File: src/rtl/spi_irq_pkg.sv
package spi_irq_pkg;

    localparam int unsigned IRQ_SRC_N = 6;

    // Source bit positions, decoded by software handlers
    localparam int unsigned SRC_MODE_FAULT  = 0;
    localparam int unsigned SRC_SLAVE_FAULT = 1;
    localparam int unsigned SRC_TX_EMPTY    = 2;
    localparam int unsigned SRC_TX_UNDERRUN = 3;
    localparam int unsigned SRC_RX_FULL     = 4;
    localparam int unsigned SRC_RX_OVERRUN  = 5;

    localparam int unsigned REG_COUNT = 4;

    typedef enum logic [1:0] {
        REG_STATUS = 2'd0,
        REG_ENABLE = 2'd1,
        REG_GLOBAL = 2'd2,
        REG_RESET  = 2'd3
    } reg_sel_e;

    typedef enum logic {
        RS_IDLE  = 1'b0,
        RS_PULSE = 1'b1
    } rst_state_e;

endpackage

File: src/rtl/spi_irq_decode.sv
module spi_irq_decode
    import spi_irq_pkg::*;
#(
    parameter int unsigned SEL_W = 2
) (
    input  logic [SEL_W-1:0]     addr_i,
    input  logic                 wr_i,
    output logic [REG_COUNT-1:0] wr_sel_o
);

    // One write strobe per register select
    for (genvar g = 0; g < REG_COUNT; g++) begin : g_sel
        assign wr_sel_o[g] = wr_i && (addr_i == SEL_W'(g));
    end

endmodule

File: src/rtl/spi_irq_status.sv
module spi_irq_status #(
    parameter int unsigned SRC_N   = 6,
    parameter int unsigned DATA_W  = 32,
    parameter int unsigned GIE_BIT = 31
) (
    input  logic              clk_i,
    input  logic              rst_ni,
    input  logic              sclr_i,
    input  logic [SRC_N-1:0]  event_i,
    input  logic              wr_status_i,
    input  logic              wr_enable_i,
    input  logic              wr_global_i,
    input  logic [DATA_W-1:0] wdata_i,
    output logic [SRC_N-1:0]  status_o,
    output logic [SRC_N-1:0]  enable_o,
    output logic              gie_o
);

    logic [SRC_N-1:0] status_q, enable_q;
    logic             gie_q;
    logic [SRC_N-1:0] clr_vec;

    assign clr_vec = wr_status_i ? wdata_i[SRC_N-1:0] : '0;

    // Sticky status: a clear removes the bit, and an event in the same cycle sets it back
    always_ff @(posedge clk_i or negedge rst_ni) begin
        if (!rst_ni) begin
            status_q <= '0;
        end else if (sclr_i) begin
            status_q <= '0;
        end else begin
            status_q <= (status_q & ~clr_vec) | event_i;
        end
    end

    always_ff @(posedge clk_i or negedge rst_ni) begin
        if (!rst_ni) begin
            enable_q <= '0;
            gie_q    <= 1'b0;
        end else if (sclr_i) begin
            enable_q <= '0;
            gie_q    <= 1'b0;
        end else begin
            if (wr_enable_i) enable_q <= wdata_i[SRC_N-1:0];
            if (wr_global_i) gie_q    <= wdata_i[GIE_BIT];
        end
    end

    assign status_o = status_q;
    assign enable_o = enable_q;
    assign gie_o    = gie_q;

    AST_STICKY_HOLD: assert property (@(posedge clk_i) disable iff (!rst_ni)
        (!sclr_i && !wr_status_i) |=> ((status_q & $past(status_q)) == $past(status_q)));

    AST_EVENT_WINS: assert property (@(posedge clk_i) disable iff (!rst_ni)
        (!sclr_i && (event_i != '0)) |=> ((status_q & $past(event_i)) == $past(event_i)));

endmodule

File: src/rtl/spi_irq_softrst.sv
module spi_irq_softrst
    import spi_irq_pkg::*;
#(
    parameter int unsigned DATA_W    = 32,
    parameter logic [DATA_W-1:0] RESET_KEY = DATA_W'(32'h0000_000A)
) (
    input  logic              clk_i,
    input  logic              rst_ni,
    input  logic              key_wr_i,
    input  logic [DATA_W-1:0] wdata_i,
    output logic              pulse_o,
    output logic              sclr_o
);

    rst_state_e state_q, state_d;
    logic       key_ok;

    assign key_ok = key_wr_i && (wdata_i == RESET_KEY) && (state_q == RS_IDLE);

    // Next-state logic
    always_comb begin
        state_d = state_q;
        unique case (state_q)
            RS_IDLE:  if (key_ok) state_d = RS_PULSE;
            RS_PULSE: state_d = RS_IDLE;
            default:  state_d = RS_IDLE;
        endcase
    end

    // State register
    always_ff @(posedge clk_i or negedge rst_ni) begin
        if (!rst_ni) state_q <= RS_IDLE;
        else         state_q <= state_d;
    end

    // Outputs
    always_comb begin
        pulse_o = 1'b0;
        sclr_o  = 1'b0;
        unique case (state_q)
            RS_IDLE:  sclr_o = key_ok;
            RS_PULSE: begin
                pulse_o = 1'b1;
                sclr_o  = 1'b1;
            end
            default: ;
        endcase
    end

    AST_PULSE_SINGLE: assert property (@(posedge clk_i) disable iff (!rst_ni)
        pulse_o |=> !pulse_o);

    AST_KEY_FIRES: assert property (@(posedge clk_i) disable iff (!rst_ni)
        (key_wr_i && (wdata_i == RESET_KEY) && !pulse_o) |=> pulse_o);

    AST_BAD_KEY_QUIET: assert property (@(posedge clk_i) disable iff (!rst_ni)
        (key_wr_i && (wdata_i != RESET_KEY)) |=> !pulse_o);

endmodule

File: src/rtl/spi_irq_regs.sv
module spi_irq_regs
    import spi_irq_pkg::*;
#(
    parameter int unsigned DATA_W    = 32,
    parameter int unsigned SRC_N     = IRQ_SRC_N,
    parameter int unsigned GIE_BIT   = 31,
    parameter logic [DATA_W-1:0] RESET_KEY = DATA_W'(32'h0000_000A)
) (
    input  logic              clk_i,
    input  logic              rst_ni,
    input  logic [SRC_N-1:0]  event_i,
    input  logic [1:0]        bus_addr_i,
    input  logic              bus_wr_i,
    input  logic              bus_rd_i,
    input  logic [DATA_W-1:0] bus_wdata_i,
    output logic [DATA_W-1:0] bus_rdata_o,
    output logic              irq_o,
    output logic              core_rst_o
);

    localparam int unsigned PAD_W = DATA_W - SRC_N;

    logic [REG_COUNT-1:0] wr_sel;
    logic [SRC_N-1:0]     status, enable;
    logic                 gie, sclr;
    logic [DATA_W-1:0]    rd_mux, rdata_q;

    spi_irq_decode #(.SEL_W(2)) u_decode (
        .addr_i   (bus_addr_i),
        .wr_i     (bus_wr_i),
        .wr_sel_o (wr_sel)
    );

    spi_irq_status #(.SRC_N(SRC_N), .DATA_W(DATA_W), .GIE_BIT(GIE_BIT)) u_status (
        .clk_i       (clk_i),
        .rst_ni      (rst_ni),
        .sclr_i      (sclr),
        .event_i     (event_i),
        .wr_status_i (wr_sel[REG_STATUS]),
        .wr_enable_i (wr_sel[REG_ENABLE]),
        .wr_global_i (wr_sel[REG_GLOBAL]),
        .wdata_i     (bus_wdata_i),
        .status_o    (status),
        .enable_o    (enable),
        .gie_o       (gie)
    );

    spi_irq_softrst #(.DATA_W(DATA_W), .RESET_KEY(RESET_KEY)) u_softrst (
        .clk_i    (clk_i),
        .rst_ni   (rst_ni),
        .key_wr_i (wr_sel[REG_RESET]),
        .wdata_i  (bus_wdata_i),
        .pulse_o  (core_rst_o),
        .sclr_o   (sclr)
    );

    // Read selection; the key register reads as zero
    always_comb begin
        rd_mux = '0;
        unique case (reg_sel_e'(bus_addr_i))
            REG_STATUS: rd_mux = {{PAD_W{1'b0}}, status};
            REG_ENABLE: rd_mux = {{PAD_W{1'b0}}, enable};
            REG_GLOBAL: rd_mux[GIE_BIT] = gie;
            REG_RESET:  rd_mux = '0;
            default:    rd_mux = '0;
        endcase
    end

    always_ff @(posedge clk_i or negedge rst_ni) begin
        if (!rst_ni)       rdata_q <= '0;
        else if (bus_rd_i) rdata_q <= rd_mux;
    end

    assign bus_rdata_o = rdata_q;
    assign irq_o       = gie && ((status & enable) != '0);

    AST_SOFT_CLEARED: assert property (@(posedge clk_i) disable iff (!rst_ni)
        core_rst_o |-> (status == '0 && enable == '0 && !gie));

    AST_IRQ_QUIET_NO_STATUS: assert property (@(posedge clk_i) disable iff (!rst_ni)
        (status == '0) |-> !irq_o);

endmodule

File: config.mk
export PLATFORM = sky130hd
export DESIGN_NAME = spi_irq_regs
export DESIGN_NICKNAME = d
export VERILOG_FILES = /design/src/rtl/spi_irq_pkg.sv /design/src/rtl/spi_irq_decode.sv /design/src/rtl/spi_irq_status.sv /design/src/rtl/spi_irq_softrst.sv /design/src/rtl/spi_irq_regs.sv
export SDC_FILE = /design/constraint.sdc
export NUM_CORES = 1
export LEC_CHECK = 0
export CAP_MARGIN = 20
export CORE_MARGIN = 3
export CORE_UTILIZATION = 41
export CTS_CLUSTER_SIZE = 8
export DETAILED_ROUTE_END_ITERATION = 7
export PLACE_DENSITY = 0.93
export SYNTH_ARGS = -nofsm -noshare
export SYNTH_HDL_FRONTEND = slang
export SYNTH_SLANG_ARGS = --single-unit
File: constraint.sdc
create_clock -name clk_i -period 1.6 [get_ports clk_i]
set_input_delay 0.32 -clock clk_i [delete_from_list [all_inputs] [get_ports clk_i]]
set_output_delay 0.32 -clock clk_i [all_outputs]
set_load 0.01 [all_outputs]
---- Yosys cells after proc, flatten, opt, wreduce, memory -nomap -nowiden ----
Index checks and enable logic that the tools add are counted.
W data, S select, Z words.
cells by class
  multiplexer cells ....................... 12
  equal/unequal tests ..................... 4
  bitwise logic cells ..................... 5
  reductions and logical operators ........ 12
operators by type and width
  cell                   number
  $eq A32 B4 Y1 const B  1
  $mux W6                4
  $and A6 B6 Y6          2
  $pmux W6 S2            1
  $logic_and A1 B1 Y1    7
  $not A6 Y6             1
  $or A6 B6 Y6           1
  $pmux W1 S2            3
  $reduce_bool A6 Y1     1
  $eq A2 B2 Y1 const B   2
  $mux W1                4
  $reduce_bool A2 Y1     2
  $reduce_or A3 Y1       1
  $eq A2 B1 Y1 const B   1
  $logic_not A2 Y1       1
  $not A1 Y1             1
storage, ports and cells
  input bits .............................. 44
  output and inout bits ................... 34
  bits in registers ....................... 46

---- Longest topological paths before layout ----
  word-level depth ........................ 7
  gate-level depth with buffers ........... 5
  mapped depth without buffers ............ 3

---- By module ----
From an unflattened synthesis, not the netlist that was laid out.
second synthesis, totals
  cell total of the unflattened synthesis .. 128
  area, all modules ....................... 1305.0 µm²
modules (own cells, without submodules)
  module           cells each  times used  area each (µm²)
  spi_irq_regs     62          1           564.3
  spi_irq_status   47          1           556.8
  spi_irq_softrst  15          1           146.4
  spi_irq_decode   4           1           37.5

---- Least setup slack after synthesis ----
Ideal clock, no wire load.
  path type ............................... input port to flip-flop
  from .................................... input bus_wdata_i[7]
  to ...................................... register u_status.enable_q[3], in the netlist u_status.enable_o[3]
  setup slack ............................. 0.057 ns
  data required time ...................... 1.453 ns
  stages on the path ...................... 4
  data arrival time ....................... 1.397 ns
  library setup time ...................... 0.147 ns
  cell sequence ........................... or4_4 nor4_4 buf_6 a311oi_1
between the ends
  word-level cells in the longest chain between the ends .. 5
  elaborated cells between the ends (all ways) .. 6
  classes of those cells .................. eq/ne (1); mux (2); reduce/logical (3)
RTL lines
  element                                               RTL line               text
  from (decl)                                           spi_irq_regs.sv:15     input logic [DATA_W-1:0] bus_wdata_i,
  $eq A32 B4 Y1 *                                       spi_irq_softrst.sv:18  assign key_ok = key_wr_i && (wdata_i == RESET_KEY) && (state_q == RS_IDLE);
  $logic_and A1 B1 Y1 * (2 in series)                   spi_irq_softrst.sv:18
  $pmux W1 S2 *                                         spi_irq_softrst.sv:40  unique case (state_q)
  $mux W6 / $reduce_bool A2 Y1 (equally long branches)  -
  to (signal assigned)                                  spi_irq_status.sv:44   if (wr_enable_i) enable_q <= wdata_i[SRC_N-1:0];
  to (decl)                                             spi_irq_status.sv:19   logic [SRC_N-1:0] status_q, enable_q;
Every way passes the cells marked *; elsewhere a longest branch is shown, timed or not.
A chain may end at the register's enable or synchronous reset.

---- Worst setup path after layout ----
  from .................................... input bus_wdata_i[7]
  to ...................................... register u_softrst.state_q
between the ends
  word-level cells in the longest chain between the ends .. 5
RTL lines
  element                            RTL line               text
  $eq A32 B4 Y1                      spi_irq_softrst.sv:18
  $logic_and A1 B1 Y1 (2 in series)  spi_irq_softrst.sv:18
  $mux W1                            spi_irq_softrst.sv:24  RS_IDLE: if (key_ok) state_d = RS_PULSE;
  $pmux W1 S2                        spi_irq_softrst.sv:23  unique case (state_q)
  net u_softrst.state_d              spi_irq_softrst.sv:15  rst_state_e state_q, state_d;
  to (signal assigned)               spi_irq_softrst.sv:33  else state_q <= state_d;
  to (decl)                          spi_irq_softrst.sv:15
The timed path passes the listed nets, and every way through them passes these cells.

==> summary.md <==
| Metric | Value |
|---|---|
| Crit start category | `primary input` |
| Yosys warns | `0` |
| P_int | `932 µW` |
| Largest cells by area after synthesis | `dfrtp_1 (39%), buf_4 (14%), mux2i_1 (9.7%)` |
| Critical path endpoint | `u_softrst.state_q$_DFF_PN0_` |
| Slowest stage delay, CP | `0.55 ns` |
| Final instance area | `1980 µm²` |
| Unrepaired setup endpoints after global routing | `no` |
| Buffers on Ports | `52` |
| Starting Density | `43.6%` |
| Crit-path max FO | `5` |
| Seq cells post-synth | `21` |
| Vias per inst | `5.00` |
| GRT Total Usage | `16.3%` |
| Starting DRT DRC Count | `42` |
| Vias in the first global route | `1158` |
| Crit path time final | `1.54 ns` |
| Slew Limit Fails | `0` |
| Most frequent cell after synthesis | `buf_4` |
| Synth area leader | `dfrtp_1` |
| Worst min path class | `in2async` |
| Largest net degree at the start of global routing | `22` |
| DRT Pass-1 Iters | `4` |
| Synth Flop Type | `dfrtp_1` |
| Clock root buffer | `clkbuf_4` |
| CP max stage cell | `or4_4` |
| Switching share of total power | `28.5%` |
| Post-synth top cells | `buf_4 (25), dfrtp_1 (21), a311oi_1 (13), mux2i_1 (13), inv_1 (8)` |
| Die ar. | `4000 µm²` |
| FF+latch area | `526 µm²` |
| Logic pwr share | `31.8%` |
| Detail Route Antenna Nets | `0` |
| Worst IR Drop VDD | `0.264 mV` |
| Clk pwr share | `20.0%` |
| Status | `completed` |
| Register-to-Register Path Depth | `2` |
| Layout filler cell count | `261` |
| Area share of the largest cell type after synthesis | `39.1%` |
| Chip Width | `63.2 µm` |
| Post-Route WL | `3.23 mm` |
| Antenna Cells | `0` |
| Hold buffers post-CTS | `0` |
| CTS max path bufs | `2` |
| Hold Fails Final Rpt | `0` |
| RR Endpoint | `u_status.status_o[0]$_DFF_PN0_` |
| Post-synth EDFFs | `0` |
| WHS | `0.347 ns` |
| Utilization after layout | `64.2%` |
| Buf/Inv on CP | `2` |
| Synthesized cell area | `1340 µm²` |
| Overflow left after global routing | `0` |
| Via count | `1200` |
| Fraction of final layout cells sized beyond drive strength 1 | `14.3%` |
| Post-synthesis sequential area ratio | `39.1%` |
| GPL Wtd Cong | `0.772` |
| H-Tree Level Count | `1` |
| Mapped Cells | `129` |
| Post-DP HPWL | `2.66 mm` |
| Synthesis-to-finish area growth | `47.2%` |
| Arrival time worst endpoint | `1.80 ns` |
| CP Depth | `5` |
| Critical path class | `in2reg` |
| First-pass GRT wire length | `5.17 mm` |
| CORE AREA | `3080 µm²` |
| Flop pwr share | `48.2%` |
| Distinct cells, synth | `30` |
| Die span in y | `63.2 µm` |
| # nets final | `241` |
| Power per Cell Area | `660 nW/µm²` |
| CP Data Required Time | `1.85 ns` |
| Leak | `0.000903 µW` |
| Async set-or-reset flop fraction in the synthesized netlist | `100%` |
| Critical path launch point | `bus_wdata_i[7]` |
| Drt drc | `0` |
| Worst reg2reg setup slack | `0.68 ns` |
| Placed cell area | `1940 µm²` |
| Wire per inst | `13.5 µm` |
| CP Cell Sequence | `clkdlybuf4s50_1 -> or4_4 -> nor4_4 -> buf_4 -> and4b_1` |
| Worst R2R Start | `u_softrst.state_q$_DFF_PN0_` |
| Clock latency on the worst-skew pair | `0.31 ns` |
| Multi-input logic area | `656 µm²` |
| Final Cycle Share | `96.4%` |
| Clk pin slew, worst setup/hold paths | `0.12 ns` |
| Final setup violation count | `0` |
| Delay-heaviest family, CP | `simple AND/OR/NAND/NOR gates` |
| Peak Freq | `648 MHz` |
| CTS tree | `yes` |
| I/O Pins | `78` |
| Mapped Avg Cell Area | `10.4 µm²` |
| Max-cap violation count | `0` |
| Setup tns final | `0 ns` |
| Initial antenna violation count | `0` |
| Row cnt | `20` |
| CTS sink cnt | `21` |
| TritonCTS buffer count | `3` |
| Clock skew | `0.00527 ns` |
| Total power | `1300 µW` |
| Net Sw Power | `371 µW` |
| Crit end category | `register` |
metal layers:
metal,GRT usage [%],wire length [µm]
met1,20.7,1290
met2,26.5,1640
met3,4.63,294
met4,5.93,6
met5,0,0
layout by cell type (no fill, tap or decap), drive strengths merged:
master,instances
a21oi,6
a22oi,3
a311oi,13
a31oi,1
and3,1
and4,1
and4b,1
buf,20
clkbuf,5
clkdlybuf4s50,49
conb,25
dfrtp,21
dlymetal6s2s,2
inv,8
mux2i,13
nand2,1
nand2b,1
nand3b,2
nand4b,1
nor3,1
nor4,5
nor4b,1
nor4bb,1
o21ai,1
o22ai,6
or4,1
or4bb,6
worst min path at each step:
| stage | startpoint | to | slack [ns] | depth (start not counted) |
|---|---|---|---|---|
| after CTS | rst_ni | bus_rdata_o[0]$_DFFE_PN0P_ | 0.36 | 2 |
| after floorplan | rst_ni | bus_rdata_o[0]$_DFFE_PN0P_ | 0.02 | 0 |
| after global placement | bus_rdata_o[31]$_DFFE_PN0P_ | bus_rdata_o[31]$_DFFE_PN0P_ | 0.51 | 2 |
| after detailed placement | bus_rdata_o[5]$_DFFE_PN0P_ | bus_rdata_o[5]$_DFFE_PN0P_ | 0.52 | 2 |
| final | rst_ni | bus_rdata_o[2]$_DFFE_PN0P_ | 0.35 | 2 |
| after global routing | rst_ni | bus_rdata_o[4]$_DFFE_PN0P_ | 0.36 | 2 |
cells by family after synthesis:
family | Yosys count | share of synthesized area (%)
multiplexers | 13 | 9.69
AND/OR/NAND/NOR | 23 | 15.8
AO/OA/AOI/OAI | 30 | 16.0
other | 1 | 0.279
flip-flops | 21 | 39.1
buffers and inverters | 41 | 19.1
through the flow:
step	instances	setup slack (ns)
3_3_place_gp	235	-0.308
6_report	240	0.0578
2_1_floorplan	153	0.0567
5_1_grt	240	0.00294
3_5_place_dp	235	-0.359
4_1_cts	240	0.00224
what timing repair did:
item,CTS,global route
gates resized for setup,3,3
endpoints found under the setup margin,7,3
setup buffers,1,0
pin swaps,1,1
hold endpoints to repair,0,0
flip-flops by register name (all words and copies together), names as in the netlist:
| register | cells |
|---|---|
| u_status.status_o | 6 |
| u_status.gie_o | 1 |
| u_softrst.state_q | 1 |
| bus_rdata_o | 7 |
| u_status.enable_o | 6 |
power by group through the flow:
stage | registers, µW | clock network (µW) | logic [µW]
after CTS | 628 | 269 | 417
after global placement | 633 | 0 | 406
after floorplan | 642 | 0 | 202
after global routing | 637 | 293 | 448
after detailed placement | 638 | 0 | 416
final | 629 | 260 | 414
area by class of cell:
class / count / area share (%)
inverter: 8 / 1.52
sequential: 21 / 26.6
clock buffer: 4 / 1.33
timing repair buffer: 72 / 34.6
tap: 44 / 2.79
multi-input combinational: 91 / 33.2
No activity file was read; power rests on OpenSTA's default activity.
